### src/rtl/gpt_chain_pkg.sv
package gpt_chain_pkg;
    localparam int CNT_W = 16;

    typedef enum logic [1:0] {
        MODE_TIMER   = 2'd0,
        MODE_GATED   = 2'd1,
        MODE_COUNTER = 2'd2,
        MODE_IDLE    = 2'd3
    } core_mode_e;

    typedef enum logic [1:0] {
        EDGE_NONE = 2'd0,
        EDGE_RISE = 2'd1,
        EDGE_FALL = 2'd2,
        EDGE_BOTH = 2'd3
    } edge_sel_e;

    typedef struct packed {
        logic rise;
        logic fall;
    } edge_ev_t;

    function automatic logic edge_pick(edge_sel_e sel, edge_ev_t ev);
        case (sel)
            EDGE_RISE: return ev.rise;
            EDGE_FALL: return ev.fall;
            EDGE_BOTH: return ev.rise | ev.fall;
            default:   return 1'b0;
        endcase
    endfunction
endpackage

### src/rtl/gpt_sync_level.sv
module gpt_sync_level #(
    parameter int STAGES = 2
) (
    input  logic clk,
    input  logic rst,
    input  logic d,
    output logic q
);
    logic [STAGES-1:0] chain;

    always_ff @(posedge clk) begin
        if (rst) chain <= '0;
        else     chain <= {chain[STAGES-2:0], d};
    end

    assign q = chain[STAGES-1];
endmodule

### src/rtl/gpt_sync_edge.sv
module gpt_sync_edge
    import gpt_chain_pkg::*;
#(
    parameter int STAGES = 2
) (
    input  logic     clk,
    input  logic     rst,
    input  logic     d,
    output edge_ev_t ev
);
    logic lvl;
    logic prev;

    generate
        if (STAGES == 0) begin : g_direct
            assign lvl = d;
        end else begin : g_sync
            gpt_sync_level #(.STAGES(STAGES)) u_sync (
                .clk(clk), .rst(rst), .d(d), .q(lvl)
            );
        end
    endgenerate

    always_ff @(posedge clk) begin
        if (rst) prev <= 1'b0;
        else     prev <= lvl;
    end

    assign ev.rise = lvl & ~prev;
    assign ev.fall = ~lvl & prev;
endmodule

### src/rtl/gpt_ctr_unit.sv
module gpt_ctr_unit #(
    parameter int W = 16
) (
    input  logic         clk,
    input  logic         rst,
    input  logic         ev,
    input  logic         dn,
    input  logic         wr,
    input  logic [W-1:0] wdata,
    output logic [W-1:0] q,
    output logic         wrap,
    output logic         irq
);
    localparam logic [W-1:0] ALL1 = {W{1'b1}};

    assign wrap = ev & ~wr & (dn ? (q == '0) : (q == ALL1));

    always_ff @(posedge clk) begin
        if (rst) begin
            q   <= '0;
            irq <= 1'b0;
        end else begin
            irq <= wrap;
            if (wr)      q <= wdata;
            else if (ev) q <= dn ? q - W'(1) : q + W'(1);
        end
    end

    // load wins over count
    a_r10_load_wins: assert property (@(posedge clk) disable iff (rst)
        wr |=> q == $past(wdata));
    // up step
    a_r2_up_step: assert property (@(posedge clk) disable iff (rst)
        (ev && !wr && !dn) |=> q == $past(q) + W'(1));
    // down step
    a_r2_down_step: assert property (@(posedge clk) disable iff (rst)
        (ev && !wr && dn) |=> q == $past(q) - W'(1));
    // no event, no write, value holds
    a_r9_hold: assert property (@(posedge clk) disable iff (rst)
        (!ev && !wr) |=> $stable(q));
    // wrap gives a pulse
    a_r5_irq_pulse: assert property (@(posedge clk) disable iff (rst)
        wrap |=> irq);
endmodule

### src/rtl/gpt_toggle_latch.sv
module gpt_toggle_latch (
    input  logic clk,
    input  logic rst,
    input  logic flip,
    input  logic wr,
    input  logic wdata,
    output logic q
);
    always_ff @(posedge clk) begin
        if (rst)       q <= 1'b0;
        else if (wr)   q <= wdata;
        else if (flip) q <= ~q;
    end

    // write wins over flip
    a_r10_tl_write: assert property (@(posedge clk) disable iff (rst)
        wr |=> q == $past(wdata));
    // flip inverts
    a_r5_tl_flip: assert property (@(posedge clk) disable iff (rst)
        (flip && !wr) |=> q != $past(q));
endmodule

### src/rtl/gpt_chain_timer.sv
module gpt_chain_timer
    import gpt_chain_pkg::*;
(
    input  logic             clk,
    input  logic             rst,
    input  logic             clk_en,
    input  logic             core_ext_in,
    input  logic             core_gate_in,
    input  logic             aux_ext_in,
    input  logic             core_run,
    input  logic             core_dir_down,
    input  logic [1:0]       core_mode,
    input  logic [1:0]       core_ext_edge,
    input  logic             gate_active_high,
    input  logic             aux_run,
    input  logic             aux_dir_down,
    input  logic             aux_src_latch,
    input  logic [1:0]       aux_edge,
    input  logic             core_wr,
    input  logic [CNT_W-1:0] core_wdata,
    input  logic             aux_wr,
    input  logic [CNT_W-1:0] aux_wdata,
    input  logic             tl_wr,
    input  logic             tl_wdata,
    output logic [CNT_W-1:0] core_value,
    output logic [CNT_W-1:0] aux_value,
    output logic             tl_value,
    output logic             core_irq,
    output logic             aux_irq
);
    localparam int SYNC_N = 2;

    logic     gate_s;
    edge_ev_t core_x_ev, aux_x_ev, tl_ev, aux_src_ev;
    logic     core_ev, aux_ev, core_wrap, aux_wrap_unused_guard;

    gpt_sync_level #(.STAGES(SYNC_N)) u_gate_sync (
        .clk(clk), .rst(rst), .d(core_gate_in), .q(gate_s)
    );
    gpt_sync_edge #(.STAGES(SYNC_N)) u_core_x (
        .clk(clk), .rst(rst), .d(core_ext_in), .ev(core_x_ev)
    );
    gpt_sync_edge #(.STAGES(SYNC_N)) u_aux_x (
        .clk(clk), .rst(rst), .d(aux_ext_in), .ev(aux_x_ev)
    );
    gpt_sync_edge #(.STAGES(0)) u_tl_edge (
        .clk(clk), .rst(rst), .d(tl_value), .ev(tl_ev)
    );

    always_comb begin
        core_ev = 1'b0;
        case (core_mode_e'(core_mode))
            MODE_TIMER:   core_ev = clk_en;
            MODE_GATED:   core_ev = clk_en & (gate_s == gate_active_high);
            MODE_COUNTER: core_ev = edge_pick(edge_sel_e'(core_ext_edge), core_x_ev);
            default:      core_ev = 1'b0;
        endcase
        core_ev = core_ev & core_run;
    end

    assign aux_src_ev = aux_src_latch ? tl_ev : aux_x_ev;
    assign aux_ev     = aux_run & edge_pick(edge_sel_e'(aux_edge), aux_src_ev);

    gpt_ctr_unit #(.W(CNT_W)) u_core (
        .clk(clk), .rst(rst), .ev(core_ev), .dn(core_dir_down),
        .wr(core_wr), .wdata(core_wdata),
        .q(core_value), .wrap(core_wrap), .irq(core_irq)
    );

    gpt_ctr_unit #(.W(CNT_W)) u_aux (
        .clk(clk), .rst(rst), .ev(aux_ev), .dn(aux_dir_down),
        .wr(aux_wr), .wdata(aux_wdata),
        .q(aux_value), .wrap(aux_wrap_unused_guard), .irq(aux_irq)
    );

    gpt_toggle_latch u_tl (
        .clk(clk), .rst(rst), .flip(core_wrap),
        .wr(tl_wr), .wdata(tl_wdata), .q(tl_value)
    );

    // a toggle transition with both edges selected moves the aux counter next edge
    a_r6_chain_step: assert property (@(posedge clk) disable iff (rst)
        (aux_run && aux_src_latch && aux_edge == 2'd3 && !aux_wr &&
         tl_value != $past(tl_value)) |=> aux_value != $past(aux_value));
    // stopped aux counter without write holds
    a_r9_aux_stop: assert property (@(posedge clk) disable iff (rst)
        (!aux_run && !aux_wr) |=> $stable(aux_value));
    // aux wrap raises its pulse
    a_r8_aux_irq: assert property (@(posedge clk) disable iff (rst)
        aux_wrap_unused_guard |=> aux_irq);
    // stopped core never wraps
    a_r9_core_stop: assert property (@(posedge clk) disable iff (rst)
        !core_run |-> !core_wrap);
endmodule

### config.mk
export PLATFORM = sky130hd
export DESIGN_NAME = gpt_chain_timer
export DESIGN_NICKNAME = d
export VERILOG_FILES = /design/src/rtl/gpt_chain_pkg.sv /design/src/rtl/gpt_sync_level.sv /design/src/rtl/gpt_sync_edge.sv /design/src/rtl/gpt_ctr_unit.sv /design/src/rtl/gpt_toggle_latch.sv /design/src/rtl/gpt_chain_timer.sv
export SDC_FILE = /design/constraint.sdc
export NUM_CORES = 1
export LEC_CHECK = 0
export CORE_MARGIN = 5
export CORE_UTILIZATION = 35
export CTS_BUF_LIST = sky130_fd_sc_hd__clkbuf_8 sky130_fd_sc_hd__clkbuf_16
export CTS_CLUSTER_DIAMETER = 150
export CTS_CLUSTER_SIZE = 14
export DETAILED_ROUTE_END_ITERATION = 8
export DONT_BUFFER_PORTS = 1
export MAX_ROUTING_LAYER = met4
export SKIP_CTS_REPAIR_TIMING = 1
export SYNTH_ARGS = -nofsm -noshare
export SYNTH_HDL_FRONTEND = slang
export SYNTH_HIERARCHICAL = 1
export SYNTH_SLANG_ARGS = --single-unit
### constraint.sdc
create_clock -name clk -period 2.25 [get_ports clk]
set_input_delay 0.5625 -clock clk [delete_from_list [all_inputs] [get_ports clk]]
set_output_delay 0.5625 -clock clk [all_outputs]
set_load 0.02 [all_outputs]
==> results.sh <==
export IMPL_reg2reg_depth=8
export IMPL_fin_hold_ws_ns=0.312
export IMPL_finalWirelength_um=10600
export IMPL_layout_common_cells="a21oi_1, dfxtp_1, buf_4"
export IMPL_rows=37
export IMPL_period_minus_slack_ns=2.09
export IMPL_overflow=0
export IMPL_worstSetupPathType="flop to flop"
export IMPL_hp_class="primary input to flop"
export IMPL_critPathSlowestCell="or4_1"
export IMPL_start_util_pct=35.5
export IMPL_drc=0
export IMPL_vias_per_cell=5.90
export IMPL_crit_top_cell="nor2b_1"
export IMPL_syn_area_per_cell_um2=8.19
export IMPL_place_congestion=0.929
export IMPL_r2r_end="u_aux/q[10]$_SDFFE_PP0P_"
export IMPL_clkSinkCount=44
export IMPL_dieArea_um2=12500
export IMPL_cp_end_kind="flop"
export IMPL_grt_use_total_pct=17.2
export IMPL_crit_chain="nor2b_1 -> mux2_1 -> a22oi_1 -> nor2b_1 -> inv_1 -> or3_4 -> or4_1 -> nand3_1"
export IMPL_finClkSkew_ns=0.0203
export IMPL_area_growth_pct=11.1
export IMPL_finalSetupViolations=0
export IMPL_worstHoldStart="rst"
export IMPL_maxCapViolations=0
export IMPL_core_area_um2=10200
export IMPL_cts_tree="done"
export IMPL_clk_latency_ns=0.31
export IMPL_port_buffers=0
export IMPL_slew_violations=0
export IMPL_ant_nets=0
export IMPL_hold_depth=1
export IMPL_yosysWarnings=6
export IMPL_status="complete, no violations"
export IMPL_relSlewSlack_pct=68.2
export IMPL_reg2reg_slack_ns=0.16
export IMPL_finalHoldViolations=0
export IMPL_crit_arrival_ns=2.35
export IMPL_synth_cells=442
export IMPL_slowest_delay_ns=0.53
export IMPL_io_pins=89
export IMPL_worstPathRequired_ns=2.51
export IMPL_peakVddDrop_uv=255
export IMPL_cp_start_kind="flop"
export IMPL_dp_hpwl_um=8050
export IMPL_cts_max_path_buffers=2
export IMPL_power_density_nw_per_um2=560
export IMPL_worst_pin_slew_ns=0.476
export IMPL_cp_max_fo=6
export IMPL_die_h_um=112
export IMPL_route_vias_total=3502
export IMPL_drive_above_1_share_pct=12.7
export IMPL_routedWlPerCell_um=17.9
export IMPL_cts_clk_slew_worst_paths_ns=0.11
export IMPL_die_w_um=112
export IMPL_grt_first_pass_wirelength_um=17400
export IMPL_power_uw=2250
export IMPL_cts_root_buf="clkbuf_8"
export IMPL_grt_pass1_vias=3500
export IMPL_syn_num_nets=526
export IMPL_drtIter0Drc=219
export IMPL_cts_buffers_inserted=5
export IMPL_rsz0062_at_grt="no"
export IMPL_timing_rr_start="u_tl/q$_SDFFE_PP0P_"
export IMPL_antenna_found_initial=0
export IMPL_final_common_cell="a21oi_1"
export IMPL_p_leak_uw=0.00170
export IMPL_htreeDepth=2
export IMPL_n_antenna_cell=0
export IMPL_finalCritPeriodShare_pct=93.1
export IMPL_clock_fmax_mhz=478
export IMPL_layout_nets=541
export IMPL_synthesis_area_um2=3620
export IMPL_hold_end="u_tl/q$_SDFFE_PP0P_"
export IMPL_drt_pass1_iter_count=5
export IMPL_grt_max_degree=47
export IMPL_cp_startpoint="u_tl/q$_SDFFE_PP0P_"
worst max path at each step:
stage               slack [ns]                  endpoint  cells past startpoint
global placement         -0.03  u_aux/q[11]$_SDFFE_PP0P_                      8
global route             0.006  u_aux/q[11]$_SDFFE_PP0P_                      9
CTS                      -0.07  u_aux/q[11]$_SDFFE_PP0P_                      9
floorplan                 0.14  u_core/q[8]$_SDFFE_PP0P_                      6
finish                    0.16  u_aux/q[10]$_SDFFE_PP0P_                      8
detailed placement       -0.11  u_aux/q[11]$_SDFFE_PP0P_                      8
worst max-delay path, delay by kind of cell, from the launching register on:
kind / cells / cell delay [ns]
AND/OR/NAND/NOR: 5 / 1.36
flip-flops: 1 / 0.37
multiplexers: 1 / 0.14
AO/OA/AOI/OAI: 1 / 0.08
buffers and inverters: 1 / 0.08
per-layer routing:
metal | track usage, % | share of wire [%] | up-vias
li1 | - | - | 1712
met1 | 21.0 | 43 | 1660
met2 | 28.3 | 49 | 120
met3 | 4.57 | 6.9 | 10
met4 | 4.46 | 1.4 | 0
met5 | - | 0 | -
cell type report:
| cell class | count | area (µm²) |
|---|---|---|
| fillers | 1064 | 6170 |
| multi-input cells | 360 | 2570 |
| flip-flops and latches | 44 | 881 |
| repair buffers | 30 | 225 |
| well taps | 136 | 170 |
| clock buffers | 5 | 68.8 |
| inverters | 16 | 60.1 |
| clock inverters | 3 | 42.5 |
state kept, by name (all words and copies together), names as in the netlist:
name and flops:
u_aux/q 16, u_core/q 16, u_aux_x/g_sync.u_sync/chain 2, u_core_x/g_sync.u_sync/chain 2, u_gate_sync/chain 2, u_aux/irq 1
u_aux_x/prev 1, u_core/irq 1, u_core_x/prev 1, u_tl/q 1, u_tl_edge/prev 1
per-stage QoR:
stage / instance area, µm² / util (%) / std cells / TNS [ns] / setup WS, ns
3_5_place_dp: 3900 / 38.3 / 586 / -0.231 / -0.110
4_1_cts: 4010 / 39.4 / 594 / -0.121 / -0.0684
5_1_grt: 4020 / 39.5 / 594 / 0 / 0.00603
2_1_floorplan: 3620 / - / 442 / 0 / 0.142
6_report: 4020 / 39.5 / 594 / 0 / 0.156
3_3_place_gp: 3900 / 38.3 / 586 / -0.0256 / -0.0256
where the power goes:
group,leakage [µW],switching [µW],internal (µW)
Sequential,0.000363,70.4,827
Clock,0.0000541,316,330
Combinational,0.00128,399,309
No activity file was read; power rests on OpenSTA's default activity.
